### src/rtl/adc_seq_pkg.sv
// Shared constants, types and per-function lookup tables for the conversion sequencer.
package adc_seq_pkg;

    localparam int WORD_W  = 16;
    localparam int FUNC_W  = 4;
    localparam int RES_W   = 2;
    localparam int FILT_W  = 8;
    localparam int PMODE_W = 2;
    localparam int BITS_W  = 5;

    localparam logic [WORD_W-1:0] RESET_KEY = 16'hBB00;

    // Interrupt source selection.
    typedef enum logic [PMODE_W-1:0] {
        PIN_PEN      = 2'd0,
        PIN_DATA     = 2'd1,
        PIN_PEN_IDLE = 2'd2,
        PIN_SPARE    = 2'd3
    } pin_mode_e;

    // Start behaviour of one function code.
    typedef struct packed {
        logic can_start;
        logic needs_pen;
        logic one_shot;
    } fn_attr_t;

    // Start class of each function code.
    function automatic fn_attr_t fn_attr(input logic [FUNC_W-1:0] f);
        fn_attr_t a;
        case (f)
            4'd1, 4'd2:                      a = '{can_start: 1'b1, needs_pen: 1'b1, one_shot: 1'b0};
            4'd3, 4'd4, 4'd5:                a = '{can_start: 1'b1, needs_pen: 1'b1, one_shot: 1'b1};
            4'd6, 4'd7, 4'd8, 4'd10, 4'd12:  a = '{can_start: 1'b1, needs_pen: 1'b0, one_shot: 1'b1};
            4'd9, 4'd11:                     a = '{can_start: 1'b1, needs_pen: 1'b0, one_shot: 1'b0};
            default:                         a = '{can_start: 1'b0, needs_pen: 1'b0, one_shot: 1'b0};
        endcase
        return a;
    endfunction

    // Data-available bits produced by a finished burst of each function.
    function automatic logic [WORD_W-1:0] fn_mask(input logic [FUNC_W-1:0] f);
        logic [WORD_W-1:0] m;
        case (f)
            4'd1:        m = 16'h0600;
            4'd2:        m = 16'h0780;
            4'd3:        m = 16'h0400;
            4'd4:        m = 16'h0200;
            4'd5:        m = 16'h0180;
            4'd6:        m = 16'h0040;
            4'd7:        m = 16'h0030;
            4'd8, 4'd9:  m = 16'h0010;
            4'd10:       m = 16'h0004;
            4'd11:       m = 16'h0070;
            4'd12:       m = 16'h0002;
            default:     m = 16'h0000;
        endcase
        return m;
    endfunction

    // Result width in bits for a resolution index.
    function automatic logic [BITS_W-1:0] res_bits(input logic [RES_W-1:0] r);
        logic [BITS_W-1:0] b;
        case (r)
            2'd1:    b = 5'd8;
            2'd2:    b = 5'd10;
            default: b = 5'd12;
        endcase
        return b;
    endfunction

endpackage

### src/rtl/adc_ctl_regs.sv
// Host-visible control state: enable, pending function/resolution, filter,
// host bit and interrupt pin mode.
// Assumes soft_rst and the write strobes are single-cycle and synchronous to clk.
// A control write has priority over the single-shot disable in the same cycle.
module adc_ctl_regs
    import adc_seq_pkg::*;
(
    input  logic                clk,
    input  logic                rst_n,
    input  logic                soft_rst,
    input  logic                ctl_wr,
    input  logic [WORD_W-1:0]   ctl_data,
    input  logic                pin_wr,
    input  logic [PMODE_W-1:0]  pin_data,
    input  logic                shot_off,
    output logic                en_q,
    output logic                host_q,
    output logic [FUNC_W-1:0]   next_func_q,
    output logic [RES_W-1:0]    next_res_q,
    output logic [FILT_W-1:0]   filt_q,
    output pin_mode_e           pmode_q
);

    // Control word fields and the enable, including the single-shot disable.
    always_ff @(posedge clk) begin
        if (!rst_n || soft_rst) begin
            en_q        <= 1'b0;
            host_q      <= 1'b0;
            next_func_q <= '0;
            next_res_q  <= '0;
            filt_q      <= '0;
        end else if (ctl_wr) begin
            en_q        <= ~ctl_data[14];
            host_q      <= ctl_data[15];
            next_func_q <= ctl_data[13:10];
            next_res_q  <= ctl_data[9:8];
            filt_q      <= ctl_data[7:0];
        end else if (shot_off) begin
            en_q        <= 1'b0;
        end
    end

    // Interrupt pin mode.
    always_ff @(posedge clk) begin
        if (!rst_n || soft_rst) begin
            pmode_q <= PIN_PEN_IDLE;
        end else if (pin_wr) begin
            pmode_q <= pin_mode_e'(pin_data);
        end
    end

endmodule

### src/rtl/adc_start_rules.sv
// Combinational start decision and single-shot disable for the pending function.
// Assumes every input comes from registers or synchronous ports. hold blocks a
// start in cycles that rewrite the control state.
module adc_start_rules
    import adc_seq_pkg::*;
(
    input  logic [FUNC_W-1:0]  func,
    input  logic               pen,
    input  logic               en,
    input  logic               busy,
    input  logic [WORD_W-1:0]  avail,
    input  logic               hold,
    output logic               start,
    output logic               shot_off
);

    fn_attr_t attr;
    logic     pen_ok;
    logic     pending;

    // Classify the function and evaluate both decisions.
    always_comb begin
        attr     = fn_attr(func);
        pen_ok   = !attr.needs_pen || pen;
        pending  = |avail;
        start    = attr.can_start && pen_ok && en && !busy && !pending && !hold;
        shot_off = attr.one_shot && pen_ok && pending;
    end

endmodule

### src/rtl/adc_burst_timer.sv
// Busy interval counter with latching of the active function and resolution.
// Assumes BUSY_CYCLES >= 2. abort has priority over completion; start is never
// raised while busy.
module adc_burst_timer
    import adc_seq_pkg::*;
#(
    parameter int BUSY_CYCLES = 16
) (
    input  logic               clk,
    input  logic               rst_n,
    input  logic               start,
    input  logic               abort,
    input  logic [FUNC_W-1:0]  next_func,
    input  logic [RES_W-1:0]   next_res,
    output logic               busy_q,
    output logic               done,
    output logic [FUNC_W-1:0]  act_func_q,
    output logic [RES_W-1:0]   act_res_q
);

    localparam int CNT_W = (BUSY_CYCLES > 2) ? $clog2(BUSY_CYCLES) : 1;
    localparam logic [CNT_W-1:0] LAST = CNT_W'(BUSY_CYCLES - 1);

    logic [CNT_W-1:0] cnt_q;

    // The final busy cycle is the one in which the counter reaches zero.
    assign done = busy_q && (cnt_q == '0);

    // Busy flag and down counter.
    always_ff @(posedge clk) begin
        if (!rst_n || abort) begin
            busy_q <= 1'b0;
            cnt_q  <= '0;
        end else if (start) begin
            busy_q <= 1'b1;
            cnt_q  <= LAST;
        end else if (done) begin
            busy_q <= 1'b0;
        end else if (busy_q) begin
            cnt_q  <= cnt_q - 1'b1;
        end
    end

    // Active function and resolution, captured at burst start.
    always_ff @(posedge clk) begin
        if (!rst_n) begin
            act_func_q <= '0;
            act_res_q  <= '0;
        end else if (start) begin
            act_func_q <= next_func;
            act_res_q  <= next_res;
        end
    end

endmodule

### src/rtl/adc_irq_pin.sv
// Registered active-low interrupt pin with a selectable source.
// Assumes pen is synchronous; output is gated by the enable one cycle later.
module adc_irq_pin
    import adc_seq_pkg::*;
(
    input  logic               clk,
    input  logic               rst_n,
    input  logic               soft_rst,
    input  logic               en,
    input  logic               pen,
    input  logic [WORD_W-1:0]  avail,
    input  pin_mode_e          pmode,
    output logic               irq_n
);

    logic src;
    logic irq_q;

    // Select the interrupt source from the pin mode.
    always_comb begin
        case (pmode)
            PIN_PEN:  src = pen;
            PIN_DATA: src = |avail;
            default:  src = pen && !(|avail);
        endcase
    end

    // Register the gated source.
    always_ff @(posedge clk) begin
        if (!rst_n || soft_rst) begin
            irq_q <= 1'b0;
        end else begin
            irq_q <= en && src;
        end
    end

    assign irq_n = ~irq_q;

endmodule

### src/rtl/adc_seq_core.sv
// Top of the conversion sequencer: joins the control registers, start rules,
// burst timer and interrupt pin, and keeps the data-available vector.
// Assumes all inputs are synchronous to clk. A soft reset or control write wins
// over a burst start in the same cycle.
module adc_seq_core
    import adc_seq_pkg::*;
#(
    parameter int BUSY_CYCLES = 16
) (
    input  logic                clk,
    input  logic                rst_n,
    input  logic                pen_down,
    input  logic                ctl_wr,
    input  logic [WORD_W-1:0]   ctl_data,
    input  logic                pin_wr,
    input  logic [PMODE_W-1:0]  pin_data,
    input  logic                key_wr,
    input  logic [WORD_W-1:0]   key_data,
    input  logic [WORD_W-1:0]   rd_clear,
    output logic                busy,
    output logic [WORD_W-1:0]   avail,
    output logic                irq_n,
    output logic [FUNC_W-1:0]   act_func,
    output logic [RES_W-1:0]    act_res,
    output logic [BITS_W-1:0]   act_bits,
    output logic [WORD_W-1:0]   status,
    output logic                host_ctl
);

    logic               soft_rst;
    logic               abort_w;
    logic               hold;
    logic               start;
    logic               shot_off;
    logic               done;
    logic               en_q;
    logic [FUNC_W-1:0]  next_func;
    logic [RES_W-1:0]   next_res;
    logic [FILT_W-1:0]  filt;
    pin_mode_e          pmode;
    logic [WORD_W-1:0]  avail_q;

    assign soft_rst = key_wr && (key_data == RESET_KEY);
    assign abort_w  = soft_rst || (ctl_wr && ctl_data[14]);
    assign hold     = soft_rst || ctl_wr;

    adc_ctl_regs u_regs (
        .clk         (clk),
        .rst_n       (rst_n),
        .soft_rst    (soft_rst),
        .ctl_wr      (ctl_wr),
        .ctl_data    (ctl_data),
        .pin_wr      (pin_wr),
        .pin_data    (pin_data),
        .shot_off    (shot_off),
        .en_q        (en_q),
        .host_q      (host_ctl),
        .next_func_q (next_func),
        .next_res_q  (next_res),
        .filt_q      (filt),
        .pmode_q     (pmode)
    );

    adc_start_rules u_rules (
        .func     (next_func),
        .pen      (pen_down),
        .en       (en_q),
        .busy     (busy),
        .avail    (avail_q),
        .hold     (hold),
        .start    (start),
        .shot_off (shot_off)
    );

    adc_burst_timer #(
        .BUSY_CYCLES (BUSY_CYCLES)
    ) u_timer (
        .clk        (clk),
        .rst_n      (rst_n),
        .start      (start),
        .abort      (abort_w),
        .next_func  (next_func),
        .next_res   (next_res),
        .busy_q     (busy),
        .done       (done),
        .act_func_q (act_func),
        .act_res_q  (act_res)
    );

    adc_irq_pin u_irq (
        .clk      (clk),
        .rst_n    (rst_n),
        .soft_rst (soft_rst),
        .en       (en_q),
        .pen      (pen_down),
        .avail    (avail_q),
        .pmode    (pmode),
        .irq_n    (irq_n)
    );

    // Data-available: clear strobes drop bits, a completed burst ORs in its mask.
    always_ff @(posedge clk) begin
        if (!rst_n || soft_rst) begin
            avail_q <= '0;
        end else begin
            avail_q <= (avail_q & ~rd_clear) |
                       ((done && !abort_w) ? fn_mask(act_func) : '0);
        end
    end

    assign avail    = avail_q;
    assign act_bits = res_bits(act_res);
    assign status   = {pen_down, ~busy, next_func, next_res, filt};

endmodule

### config.mk
export PLATFORM = sky130hd
export DESIGN_NAME = adc_seq_core
export DESIGN_NICKNAME = d
export VERILOG_FILES = /design/src/rtl/adc_seq_pkg.sv /design/src/rtl/adc_ctl_regs.sv /design/src/rtl/adc_start_rules.sv /design/src/rtl/adc_burst_timer.sv /design/src/rtl/adc_irq_pin.sv /design/src/rtl/adc_seq_core.sv
export SDC_FILE = /design/constraint.sdc
export NUM_CORES = 1
export LEC_CHECK = 0
export CORE_MARGIN = 2
export CORE_UTILIZATION = 36
export DETAILED_ROUTE_END_ITERATION = 6
export GPL_TIMING_DRIVEN = 0
export PLACE_DENSITY = 0.74
export REMOVE_ABC_BUFFERS = 1
export SLEW_MARGIN = 20
export SYNTH_ARGS = -nofsm -noshare
export SYNTH_HDL_FRONTEND = slang
export SYNTH_HIERARCHICAL = 1
export SYNTH_SLANG_ARGS = --single-unit
### constraint.sdc
create_clock -name clk -period 4 [get_ports clk]
set_input_delay 1.2 -clock clk [delete_from_list [all_inputs] [get_ports clk]]
set_output_delay 1.2 -clock clk [all_outputs]
set_load 0.02 [all_outputs]
==> results of run 1 <==
## cell usage in the layout (no fill, tap or decap), types with 3 or more instances in the layout
master            n
nor4_2            5
inv_1            18
nand3_1           3
nor4_1            5
o32ai_1           3
o21ai_0           4
nand2b_1          3
and4bb_2          6
ha_1              9
nand2_1           8
clkbuf_8          5
clkdlybuf4s50_1  97
nor2_1           27
mux2i_1          25
a21oi_1           8
dfxtp_1          46
nor2b_1          12
nand4_1           3
conb_1            3
## final cells by class
cell class | count | share of cell area (%)
Clock buffer | 5 | 2.04
Clock inverter | 3 | 0.743
Inverter | 18 | 2.01
Multi-Input combinational cell | 162 | 35.8
Sequential cell | 46 | 27.4
Tap cell | 75 | 2.79
Timing Repair Buffer | 98 | 29.2
## what timing repair did
item                       in CTS  in global routing
setup endpoints to repair       0                  1
gates resized for setup         0                  1
hold endpoints to repair        0                  0
## registers in the layout (all words and copies together) (netlist names)
register            count
avail                  16
u_regs/next_res_q       2
u_regs/en_q             1
u_timer/cnt_q           4
u_regs/host_q           1
u_regs/pmode_q          2
u_regs/filt_q           8
u_timer/busy_q          1
u_timer/act_func_q      4
u_regs/next_func_q      4
u_timer/act_res_q       2
u_irq/irq_q             1
## final timing paths
path                      end  slack (ps)
max                status[15]         340
min                 avail[15]         490
max reg2reg  u_timer/cnt_q[1]        1730
min reg2reg         avail[15]         490
## synth_stat cells, types with 2 or more instances
master	count	area (um^2)
buf_2	5	25.0
nand4_1	3	18.8
a21o_1	2	15.0
or3b_1	2	17.5
buf_6	2	22.5
conb_1	2	7.51
inv_1	18	67.6
nor4_1	5	31.3
ha_1	9	113
and4bb_2	6	75.1
nor4_2	5	62.6
or2_2	2	12.5
o21ai_0	4	20.0
o32ai_1	3	26.3
nor2_1	27	101
a21oi_1	8	40.0
dfxtp_1	46	921
and4b_1	2	20.0
a22oi_1	2	15.0
buf_4	5	37.5
nand3b_1	2	15.0
nor3b_1	2	15.0
nand2b_1	3	18.8
and3b_1	2	17.5
mux2i_1	25	250
a211o_1	2	17.5
nand3_1	3	15.0
nor2b_1	12	75.1
nor3_1	2	10.0
o22ai_1	2	12.5
nand2_1	8	30.0
## metal layers
| metal | routed length, um | part of all wire (%) | GRT usage (%) | vias up |
|---|---|---|---|---|
| met5 | 0 | 0 | 0 | - |
| met4 | 30 | 0.53 | 3.52 | 0 |
| met3 | 489 | 8.7 | 5.84 | 4 |
| met2 | 2590 | 46 | 27.3 | 88 |
| met1 | 2520 | 45 | 19.7 | 911 |
| li1 | - | - | - | 1025 |
## metrics by stage
stage | total power (W) | setup slack (ps)
after floorplan | 0.000538 | 480
after global placement | 0.000627 | -707
after detailed placement | 0.000630 | -170
after CTS | 0.000927 | 145
after global routing | 0.000961 | 299
final | 0.000912 | 336
## power groups by stage
stage / Combinational (W) / Sequential [W] / Clock, W
3_5_place_dp: 0.000139 / 0.000491 / 0
3_3_place_gp: 0.000136 / 0.000491 / 0
4_1_cts: 0.000140 / 0.000480 / 0.000308
2_1_floorplan: 0.0000377 / 0.000500 / 0
6_report: 0.000138 / 0.000480 / 0.000294
5_1_grt: 0.000149 / 0.000482 / 0.000330
## cell families (layout without fill, tap and decap cells)
kind of cell,after synthesis,in the layout
AOI/OAI and AO/OA,35,35
muxes,25,25
and+or+nand+nor,90,90
adders and majority gates,9,9
DFF,46,46
buffers and inverters,31,124
other,2,3
==> impl_metrics.tcl, run 1 <==
set metrics [dict create \
    final_nets 396 \
    drt_iter0_drc 62 \
    rsz0062_at_grt "false" \
    netlist_area_um2 2270 \
    initial_core_util_pct 37.7 \
    ir_worst_vdd_v 0.000142 \
    clock_path_buffers 2 \
    synthMuxAreaShare_pct 11.0 \
    synth_flop_cell "dfxtp_1" \
    reg2reg_depth 6 \
    crit_top_cell "clkdlybuf4s50_1" \
    path_clk_slew_ps 80 \
    grt_pass1_wl_um 9270 \
    io_buffers 98 \
    crit_chain "clkdlybuf4s50_1 > clkdlybuf4s50_1" \
    p_seq_share_pct 52.6 \
    clock-sinks 46 \
    swShare_pct 25.4 \
    min-delay-start "avail[15]" \
    track_usage_pct 16.1 \
    placed_cell_area_um2 3270 \
    power.share.clock_pct 32.3 \
    root_buffer "clkbuf_8" \
    grt_max_degree 26 \
    drt_wl_total_um 5630 \
    cp_max_fo 7 \
    status "finished, final reports clean" \
    arrival_ps 2460 \
    final_area_um2 3370 \
    worst_slew_pin_slew_ps 1060 \
    slew_viol_final 0 \
    htree_levels 2 \
    overflow 0 \
    period_minus_slack_ps 3660 \
    cts_tree "done" \
    cts_made_buffers 5 \
    hpwl_um 4230 \
    ys_seq_elements 46 \
    row_count 28 \
    final_cells 407 \
    switchingPower_w 0.000232 \
    synth_compound_area_share_pct 10.9 \
    cpMaxStageDelayCell "clkdlybuf4s50_1" \
    p_comb_share_pct 15.1 \
    powerDensity_nw_per_um2 271 \
    synthXorXnorAreaFrac_pct 0 \
    worstSetupPathDepth 2 \
    maxCapViolations 0 \
    wl_per_cell_um 13.8 \
    synth_top_family_by_area "simple AND/OR/NAND/NOR gates" \
    antenna_found_initial 0 \
    ff_latch_area_um2 921 \
    yosys.area_share.adder_pct 4.95 \
    gp_congestion 0.745 \
    synth_edf_count 0 \
    timing.fmax_ghz 0.273 \
    synth_warnings 6 \
    utilization_pct 55.9 \
    setup_viol 0 \
    core_um2 6030 \
    antenna_cells 0 \
    path_buf_inv 2 \
    dp_cells 399 \
    synth-seq-area-share_pct 40.5 \
    tns_ps 0 \
    syn_to_final_growth_pct 48.0 \
    clock_latency_ps 300 \
    relSlewSlack_pct 29.1 \
    nFillCells 579 \
    hold_class "reg -> reg" \
    crit_type "in -> out" \
    holdPathStages 2 \
    synthSimpleGateAreaFrac_pct 25.4 \
    multi_input_area_um2 1210 \
    finClkSkew_ps 5.46 \
    endpoint_kind "output port" \
    avgSynthCellArea_um2 9.56 \
    cpPeakStageDelay_ps 650 \
    syn_inst 238 \
    crit_family "buffers and inverters" \
    cts_hold_buf 0 \
    io_pins 102 \
    fin_hold_ws_ps 495 \
    leakagePower_nw 1.28 \
    drive_above_1_share_pct 7.83 \
    critPathLaunch "pen_down" \
    die_h_um 83.5 \
    die_area_um2 6970 \
    synth.distinct_cells 48 \
    via_per_inst 4.98 \
    drc 0 \
    synth-async-reset-ratio_pct 0 \
    cp-start-kind "input pin" \
    timing.rr.start "avail[5]" \
    dr_total_vias 2028 \
    hold_viol_final 0 \
    period_share_pct 91.6 \
    die_w_um 83.5 \
    intPower_w 0.000680 \
    drtAntennaViolNets 0 \
    cts_setup_buffers 0 \
    first_pass_iters 5 \
    grt_pass1_vias 1973 \
    crit_required_ps 2800 \
]
Power figures use the tool's default switching activity.
==> inputs of run 2 (changes only) <==
- HOLD_SLACK_MARGIN: default -> 0.06
==> results of run 2 <==
Same layout as run 1: the final DEF is identical, and so are final timing and power.
==> inputs of run 3 (changes only) <==
- CTS_CLUSTER_SIZE: default -> 30
==> results of run 3 <==
Same layout as run 1: the final DEF is identical, and so are final timing and power.
